**config.mk**
```make
export PLATFORM = sky130hd
export DESIGN_NAME = mem_perm_guard
export DESIGN_NICKNAME = d
export VERILOG_FILES = /design/src/rtl/mpg_pkg.sv /design/src/rtl/mpg_decide.sv /design/src/rtl/mpg_port.sv /design/src/rtl/mpg_regs.sv /design/src/rtl/mem_perm_guard.sv
export SDC_FILE = /design/constraint.sdc
export NUM_CORES = 1
export LEC_CHECK = 0
export ABC_AREA = 1
export BUFFER_PORTS_ARGS = -buffer_cell sky130_fd_sc_hd__buf_2
export CORE_MARGIN = 5
export CORE_UTILIZATION = 37
export CTS_BUF_LIST = sky130_fd_sc_hd__clkbuf_8
export CTS_CLUSTER_DIAMETER = 200
export DETAILED_ROUTE_END_ITERATION = 12
export GPL_TIMING_DRIVEN = 1
export PLACE_DENSITY = 0.7
export SYNTH_ARGS = -nofsm -noshare
export SYNTH_HDL_FRONTEND = slang
export SYNTH_HIERARCHICAL = 1
export SYNTH_SLANG_ARGS = --single-unit
```
**constraint.sdc**
```tcl
create_clock -name clk -period 4.5 [get_ports clk]
set_clock_uncertainty 0.05 [all_clocks]
set_input_delay 1.35 -clock clk [delete_from_list [all_inputs] [get_ports clk]]
set_output_delay 1.35 -clock clk [all_outputs]
set_load 0.02 [all_outputs]
```
**src/rtl/mpg_pkg.sv**
```systemverilog
package mpg_pkg;
  localparam int NPORT  = 2;
  localparam int REG_AW = 3;
  localparam int DATA_W = 32;

  localparam logic [REG_AW-1:0] RA_ATTR  = 3'd0;
  localparam logic [REG_AW-1:0] RA_IDACC = 3'd1;
  localparam logic [REG_AW-1:0] RA_CTRL  = 3'd2;
  localparam logic [REG_AW-1:0] RA_CLR   = 3'd3;
  localparam logic [REG_AW-1:0] RA_FADDR = 3'd4;
  localparam logic [REG_AW-1:0] RA_FINFO = 3'd5;
endpackage

```
**src/rtl/mpg_decide.sv**
```systemverilog
module mpg_decide #(
  parameter int ID_W   = 4,
  parameter int ATTR_W = 32,
  localparam int IDACC_W = 2 * (1 << ID_W)
) (
  input  logic [ATTR_W-1:0]  attr,
  input  logic [IDACC_W-1:0] idacc,
  input  logic               dbg_pass,
  input  logic               secure,
  input  logic               write,
  input  logic               debug,
  input  logic [ID_W-1:0]    id,
  output logic               allow
);
  logic sec_ok;
  logic ns_ok;

  // Top two attribute bits: write enable above read enable.
  assign sec_ok = write ? attr[ATTR_W-1] : attr[ATTR_W-2];
  // Upper half of the ID word holds write enables, lower half read enables.
  assign ns_ok  = idacc[{write, id}];
  assign allow  = (dbg_pass & debug) | (secure ? sec_ok : ns_ok);
endmodule

```
**src/rtl/mpg_port.sv**
```systemverilog
module mpg_port #(
  parameter int ADDR_W = 32
) (
  input  logic              clk,
  input  logic              rst,
  input  logic              req_valid,
  output logic              req_ready,
  input  logic [ADDR_W-1:0] req_addr,
  input  logic              req_write,
  input  logic              allow,
  output logic              fwd_valid,
  input  logic              fwd_ready,
  output logic [ADDR_W-1:0] fwd_addr,
  output logic              fwd_write,
  output logic              err_valid
);
  logic              full_q;
  logic              blk_q;
  logic [ADDR_W-1:0] addr_q;
  logic              wr_q;

  // The slot frees when empty, when it holds an error (one cycle only),
  // or when downstream takes the forwarded request.
  assign req_ready = ~full_q | blk_q | fwd_ready;

  always_ff @(posedge clk) begin
    if (rst) begin
      full_q <= 1'b0;
    end else if (req_ready) begin
      full_q <= req_valid;
    end
    if (req_valid && req_ready) begin
      blk_q  <= ~allow;
      addr_q <= req_addr;
      wr_q   <= req_write;
    end
  end

  assign fwd_valid = full_q & ~blk_q;
  assign err_valid = full_q & blk_q;
  assign fwd_addr  = addr_q;
  assign fwd_write = wr_q;
endmodule

```
**src/rtl/mpg_regs.sv**
```systemverilog
module mpg_regs
  import mpg_pkg::*;
#(
  parameter int          ADDR_W    = 32,
  parameter int          ATTR_W    = 32,
  parameter int          IDACC_W   = 32,
  parameter logic [31:0] ATTR_RST  = 32'h0000_0001,
  parameter logic [31:0] IDACC_RST = 32'h0000_0000,
  localparam int PORT_W = $clog2(NPORT)
) (
  input  logic                          clk,
  input  logic                          rst,
  input  logic                          wr_en,
  input  logic [REG_AW-1:0]             wr_addr,
  input  logic [DATA_W-1:0]             wr_data,
  input  logic [REG_AW-1:0]             rd_addr,
  output logic [DATA_W-1:0]             rd_data,
  input  logic [NPORT-1:0]              err_valid,
  input  logic [NPORT-1:0][ADDR_W-1:0]  err_addr,
  input  logic [NPORT-1:0]              err_write,
  output logic [ATTR_W-1:0]             attr_q,
  output logic [IDACC_W-1:0]            idacc_q,
  output logic                          dbg_pass_q,
  output logic                          irq_q,
  output logic [ADDR_W-1:0]             fail_addr_q
);
  logic [PORT_W-1:0] sel;
  logic              any_err;
  logic              clr;
  logic [PORT_W-1:0] fail_port_q;
  logic              fail_write_q;

  // Lowest-numbered failing port wins the capture.
  always_comb begin
    sel = '0;
    for (int i = NPORT - 1; i >= 0; i--) begin
      if (err_valid[i]) sel = PORT_W'(i);
    end
  end

  assign any_err = |err_valid;
  assign clr     = wr_en && (wr_addr == RA_CLR) && wr_data[0];

  always_ff @(posedge clk) begin
    if (rst) begin
      attr_q     <= ATTR_W'(ATTR_RST);
      idacc_q    <= IDACC_W'(IDACC_RST);
      dbg_pass_q <= 1'b0;
      irq_q      <= 1'b0;
    end else begin
      if (wr_en && wr_addr == RA_ATTR)  attr_q     <= wr_data[ATTR_W-1:0];
      if (wr_en && wr_addr == RA_IDACC) idacc_q    <= wr_data[IDACC_W-1:0];
      if (wr_en && wr_addr == RA_CTRL)  dbg_pass_q <= wr_data[0];
      if (any_err)  irq_q <= 1'b1;
      else if (clr) irq_q <= 1'b0;
    end
  end

  always_ff @(posedge clk) begin
    if (rst) begin
      fail_addr_q  <= '0;
      fail_port_q  <= '0;
      fail_write_q <= 1'b0;
    end else if (any_err && !irq_q) begin
      fail_addr_q  <= err_addr[sel];
      fail_port_q  <= sel;
      fail_write_q <= err_write[sel];
    end
  end

  always_ff @(posedge clk) begin
    if (rst) begin
      rd_data <= '0;
    end else begin
      case (rd_addr)
        RA_ATTR:  rd_data <= DATA_W'(attr_q);
        RA_IDACC: rd_data <= DATA_W'(idacc_q);
        RA_CTRL:  rd_data <= DATA_W'(dbg_pass_q);
        RA_CLR:   rd_data <= DATA_W'(irq_q);
        RA_FADDR: rd_data <= DATA_W'(fail_addr_q);
        RA_FINFO: rd_data <= DATA_W'({fail_port_q, fail_write_q});
        default:  rd_data <= '0;
      endcase
    end
  end
endmodule

```
**src/rtl/mem_perm_guard.sv**
```systemverilog
module mem_perm_guard
  import mpg_pkg::*;
#(
  parameter int ADDR_W = 32,
  parameter int ID_W   = 4,
  parameter int ATTR_W = 32,
  localparam int IDACC_W = 2 * (1 << ID_W)
) (
  input  logic                         clk,
  input  logic                         rst,
  input  logic [NPORT-1:0]             req_valid,
  output logic [NPORT-1:0]             req_ready,
  input  logic [NPORT-1:0][ADDR_W-1:0] req_addr,
  input  logic [NPORT-1:0]             req_write,
  input  logic [NPORT-1:0]             req_secure,
  input  logic [NPORT-1:0]             req_debug,
  input  logic [NPORT-1:0][ID_W-1:0]   req_id,
  output logic [NPORT-1:0]             fwd_valid,
  input  logic [NPORT-1:0]             fwd_ready,
  output logic [NPORT-1:0][ADDR_W-1:0] fwd_addr,
  output logic [NPORT-1:0]             fwd_write,
  output logic [NPORT-1:0]             err_valid,
  input  logic                         reg_wr_en,
  input  logic [REG_AW-1:0]            reg_wr_addr,
  input  logic [DATA_W-1:0]            reg_wr_data,
  input  logic [REG_AW-1:0]            reg_rd_addr,
  output logic [DATA_W-1:0]            reg_rd_data,
  output logic                         irq
);
  logic [ATTR_W-1:0]  attr_w;
  logic [IDACC_W-1:0] idacc_w;
  logic               dbg_pass_w;
  logic [ADDR_W-1:0]  fail_addr_w;
  logic [NPORT-1:0]   allow_w;

  genvar gi;
  generate
    for (gi = 0; gi < NPORT; gi++) begin : g_port
      mpg_decide #(.ID_W(ID_W), .ATTR_W(ATTR_W)) i_decide (
        .attr     (attr_w),
        .idacc    (idacc_w),
        .dbg_pass (dbg_pass_w),
        .secure   (req_secure[gi]),
        .write    (req_write[gi]),
        .debug    (req_debug[gi]),
        .id       (req_id[gi]),
        .allow    (allow_w[gi])
      );
      mpg_port #(.ADDR_W(ADDR_W)) i_port (
        .clk       (clk),
        .rst       (rst),
        .req_valid (req_valid[gi]),
        .req_ready (req_ready[gi]),
        .req_addr  (req_addr[gi]),
        .req_write (req_write[gi]),
        .allow     (allow_w[gi]),
        .fwd_valid (fwd_valid[gi]),
        .fwd_ready (fwd_ready[gi]),
        .fwd_addr  (fwd_addr[gi]),
        .fwd_write (fwd_write[gi]),
        .err_valid (err_valid[gi])
      );
    end
  endgenerate

  mpg_regs #(.ADDR_W(ADDR_W), .ATTR_W(ATTR_W), .IDACC_W(IDACC_W)) i_regs (
    .clk         (clk),
    .rst         (rst),
    .wr_en       (reg_wr_en),
    .wr_addr     (reg_wr_addr),
    .wr_data     (reg_wr_data),
    .rd_addr     (reg_rd_addr),
    .rd_data     (reg_rd_data),
    .err_valid   (err_valid),
    .err_addr    (fwd_addr),
    .err_write   (fwd_write),
    .attr_q      (attr_w),
    .idacc_q     (idacc_w),
    .dbg_pass_q  (dbg_pass_w),
    .irq_q       (irq),
    .fail_addr_q (fail_addr_w)
  );
endmodule

```
======== Word level (Yosys, flattened, before mapping) ========
Index checks and enable logic that the tools add are counted.
operators by class
  $lt $le $gt $ge ......................... 3
  equal/unequal tests ..................... 8
  mux-type cells .......................... 17
  bitwise operators ....................... 18
  reduce and logical (&&, ||, !) cells .... 13
operators by type and width
  kind                count
  $pmux 32 s6         1
  $mux 32             2
  $eq 3x2->1 const B  4
  $lt 5x6->1 const B  2
  $mux 1              12
  $bmux 1 s5          2
  $logic_and 1x1->1   8
  $and 1x1->1         6
  $eq 3x1->1 const B  2
  $eq 3x3->1 const B  2
  $logic_not 3->1     2
  $not 1->1           6
  $or 1x1->1          6
  $lt 1x2->1 const B  1
  $reduce_bool 2->1   1
  $reduce_or 2->1     1
  $logic_not 1->1     1
storage, ports and cells
  register bits ........................... 202
  input bits .............................. 123
  output and inout port bits .............. 105
  logic and storage cells ................. 75

======== Depth between registers and ports, before layout ========
  depth after elaboration ................. 5
  gate-level depth with buffers ........... 12
  depth with buffers taken out ............ 10

======== Modules after synthesis ========
The synthesis kept the hierarchy.
modules (own cells, without submodules)
  module      instances  cells an instance  area an instance (µm²)  sequential area each (µm²)
  mpg_regs    1          774                5386.4                  2642.5
  mpg_port    2          47                 1097.3                  1041.0
  mpg_decide  2          82                 415.4                   0.0

======== Worst setup path after synthesis ========
No wires, ideal clock.
  path type ............................... input port to output port
  start ................................... input port fwd_ready[0]
  end ..................................... output port req_ready[0]
  data arrival time ....................... 1549 ps
  required time ........................... 3100 ps
  path slack .............................. 1551 ps
  stages on the path ...................... 2
  path buffers ............................ 0
  path through ............................ inv_1 -> nand3_2
on the way
  word-level cells in the longest chain between the ends .. 1
ends and longest elaborated chain
  element          RTL line              RTL
  start, declared  mem_perm_guard.sv:19  input logic [NPORT-1:0] fwd_ready,
  $or 1x1->1       mpg_port.sv:24        assign req_ready = ~full_q | blk_q | fwd_ready;
  end, declared    mem_perm_guard.sv:12  output logic [NPORT-1:0] req_ready,
No other way between the ends.

======== Worst setup path in the final report ========
  start ................................... register g_port[0].i_port.blk_q
  end ..................................... output port err_valid[0]
on the way
  word-level cells in the longest chain between the ends .. 1
ends and longest elaborated chain
  element                 RTL line              RTL
  start, declared         mpg_port.sv:18        logic blk_q;
  start signal, assigned  mpg_port.sv:33        blk_q <= ~allow;
  $and 1x1->1             mpg_port.sv:40        assign err_valid = full_q & blk_q;
  end, declared           mem_perm_guard.sv:22  output logic [NPORT-1:0] err_valid,
No other way between the ends.

==> flow_summary_export.csv <==
group,metric,value,unit
floorplan,rows,55,
detailed_routing,wl,25300,um
clock_tree,cts-root-buf,"clkbuf_8",
detailed_routing,first_pass_iters,5,
placement,place_congestion,0.852,
critical_path,critPathLaunch,"g_port[0].i_port/blk_q",
yosys,synth_seq_cells,202,
cells_and_area,layout_common_cells,"305 x nand2_1, 227 x buf_2, 134 x dfxtp_1",
detailed_routing,postRouteAntennaNets,0,
cells_and_area,antennaDiodeCount,0,
yosys,synth_area_per_cell,8.15,sq um
power_and_ir_drop,leakage,4.70,nW
timing,finalCritPeriodShare,74.6,%
cells_and_area,drive_gt1_share,24.9,%
critical_path,crit_type,"flip-flop to output port",
global_route,grt_pass1_wl,39800,um
detailed_routing,drt-initial-drc-count,656,
clock_tree,hold_buffers,0,
run_status,status,"finished, final reports clean",
timing,finalHoldViolations,0,
yosys,post_synth_inst_count,1032,
global_route,busiest_layer,"met2",
detailed_routing,via_per_inst,4.88,
global_route,grt_pass1_vias,7541,
critical_path,r2r-start,"g_port[0].i_port/blk_q",
floorplan,core,22500,sq um
timing,setup_viol_count_final,0,
floorplan,die-area,25900,sq um
critical_path,endpoint,"err_valid[0]",
yosys,yosysSeqAreaShare,56.2,%
clock_tree,insertion_delay,500,ps
cells_and_area,nets,1368,
clock_tree,cts_buffers,34,
cells_and_area,fill_cells,2232,
global_route,grt.overflow.total,0,
critical_path,rrSetupSlack,1650,ps
timing,rsz0062_at_grt,"false",
clock_tree,tritoncts,"built",
placement,dpl.hpwl,18100,um
clock_tree,cts.sinks,202,
critical_path,reg2reg_depth,8,
timing,slew_violations,0,
yosys,synth_cell_types,23,
timing,max_slew_margin,16.9,%
global_route,grt_max_degree,86,
clock_tree,cts.path.max_buffers,3,
yosys,synthesis.nets,1155,
critical_path,worst_r2r_endpoint,"i_regs/fail_addr_q[30]",
floorplan,die_h,161,um
placement,io_buffer_count,227,
clock_tree,post_cts_resized,0,
critical_path,end_kind,"output port",
yosys,netlist_area,8410,sq um
floorplan,floorplan.initialDensity,37.4,%
worst_hold_path,min_delay_path_depth,2,
cells_and_area,layout_commonest_cell,"nand2_1",
timing,fin_hold_ws,416,ps
detailed_routing,wl_per_cell,16.3,um
power_and_ir_drop,ir_worst_vdd,209,uV
cells_and_area,areaGrowthSynthToFinish,22.4,%
timing,clock.fmax,0.298,GHz
timing,fin_crit,3360,ps
timing,timing.setup.tns,0,ps
detailed_routing,vias,7589,
job,max_cap_violations,0,
clock_tree,cts_setup_buffers,0,
global_route,met2_usage,30.3,%
global_route,gr-usage-met3,5.03,%
detailed_routing,remaining_drc_errors,0,
clock_tree,htreeDepth,2,
global_route,grt_util_met1,24.8,%
timing,tightest_slew,1240,ps
floorplan,io-pin-count,228,
power_and_ir_drop,powerDensity,387,nW/um^2
worst_hold_path,hp-class,"flip-flop to flip-flop",
critical_path,arrival,1960,ps
global_route,antenna_found_initial,1,
global_route,grtUsageTotal,19.0,%
yosys,synth_warnings,6,
critical_path,cp.required,3100,ps
critical_path,cp-start-kind,"flip-flop",
cells_and_area,final_core_util,45.7,%
clock_tree,path_clk_slew,60,ps
floorplan,die_w,161,um
critical_path,crit_fanout,36,
## registers in the layout (all words and copies together), names as in the netlist
signal and cells:
i_regs/fail_addr_q 32, i_regs/fail_port_q 1, i_regs/irq_q 1, i_regs/rd_data 32, i_regs/fail_write_q 1, i_regs/idacc_q 32, i_regs/attr_q 32, g_port.i_port/fwd_addr 64
g_port.i_port/fwd_write 2, i_regs/dbg_pass_q 1, g_port.i_port/full_q 2, g_port.i_port/blk_q 2
## final cells by class
type	instances	area [sq um]	share of cell area, %
Tap cell	285	357	3.46
Inverter	66	265	2.58
Timing Repair Buffer	237	1220	11.9
Multi-Input combinational cell	704	3100	30.1
Clock inverter	20	78.8	0.766
Clock buffer	40	551	5.35
Sequential cell	202	4720	45.9
## cell usage after synthesis, drive strengths merged
library cell  number  area [sq um]
a21oi             71           363
buf               33           243
clkbuf            27           101
clkinv             2          10.0
dfxtp            134          2680
edfxtp            68          2040
inv               64           255
nand2            319          1230
nand3             94           500
nand4              2          12.5
nor2             115           444
nor3               2          20.0
o21ai            101           505
## power by group
| part | internal [W] | total, W | switching, W |
|---|---|---|---|
| Clock | 0.000804 | 0.00150 | 0.000699 |
| Combinational | 0.000143 | 0.000432 | 0.000290 |
| Sequential | 0.00198 | 0.00204 | 0.0000592 |
## metal layers
layer  part of all wire, %  vias to the layer above
li1                      -                     3776
met5                 0.051                        -
met4                   2.8                        2
met3                   7.7                       53
met1                    43                     3466
met2                    46                      292
## metrics by stage
stage / power [W] / area, sq um / cells / setup WS (ps)
floorplan: 0.00233 / 8410 / 1032 / 1550
global placement: 0.00251 / 9670 / 1494 / 1330
detailed placement: 0.00251 / 9670 / 1494 / 1250
CTS: 0.00402 / 10300 / 1554 / 1130
global route: 0.00416 / 10300 / 1554 / 931
finish: 0.00398 / 10300 / 1554 / 1140
## worst min path at each step
stage,from,slack (ps),endpoint
finish,i_regs/attr_q[12],420,i_regs/attr_q[12]
floorplan,i_regs/attr_q[0],390,i_regs/attr_q[0]
detailed placement,i_regs/attr_q[12],410,i_regs/attr_q[12]
global placement,i_regs/attr_q[29],400,i_regs/attr_q[29]
global route,i_regs/attr_q[5],430,i_regs/attr_q[5]
CTS,i_regs/attr_q[12],410,i_regs/attr_q[12]
## logic make-up (layout without fill, tap and decap cells)
logic type | count (synthesis) | in the layout | synth area share, %
compound gates | 172 | 172 | 10.3
buf+inv | 126 | 363 | 7.24
flops | 202 | 202 | 56.2
simple gates | 532 | 532 | 26.3
## critical path, stage by stage (launching register included)
cell and delay, ps:
edfxtp_1 390, nand2_1 70, inv_1 690, buf_2 310
(Power assumes the default switching activity.)
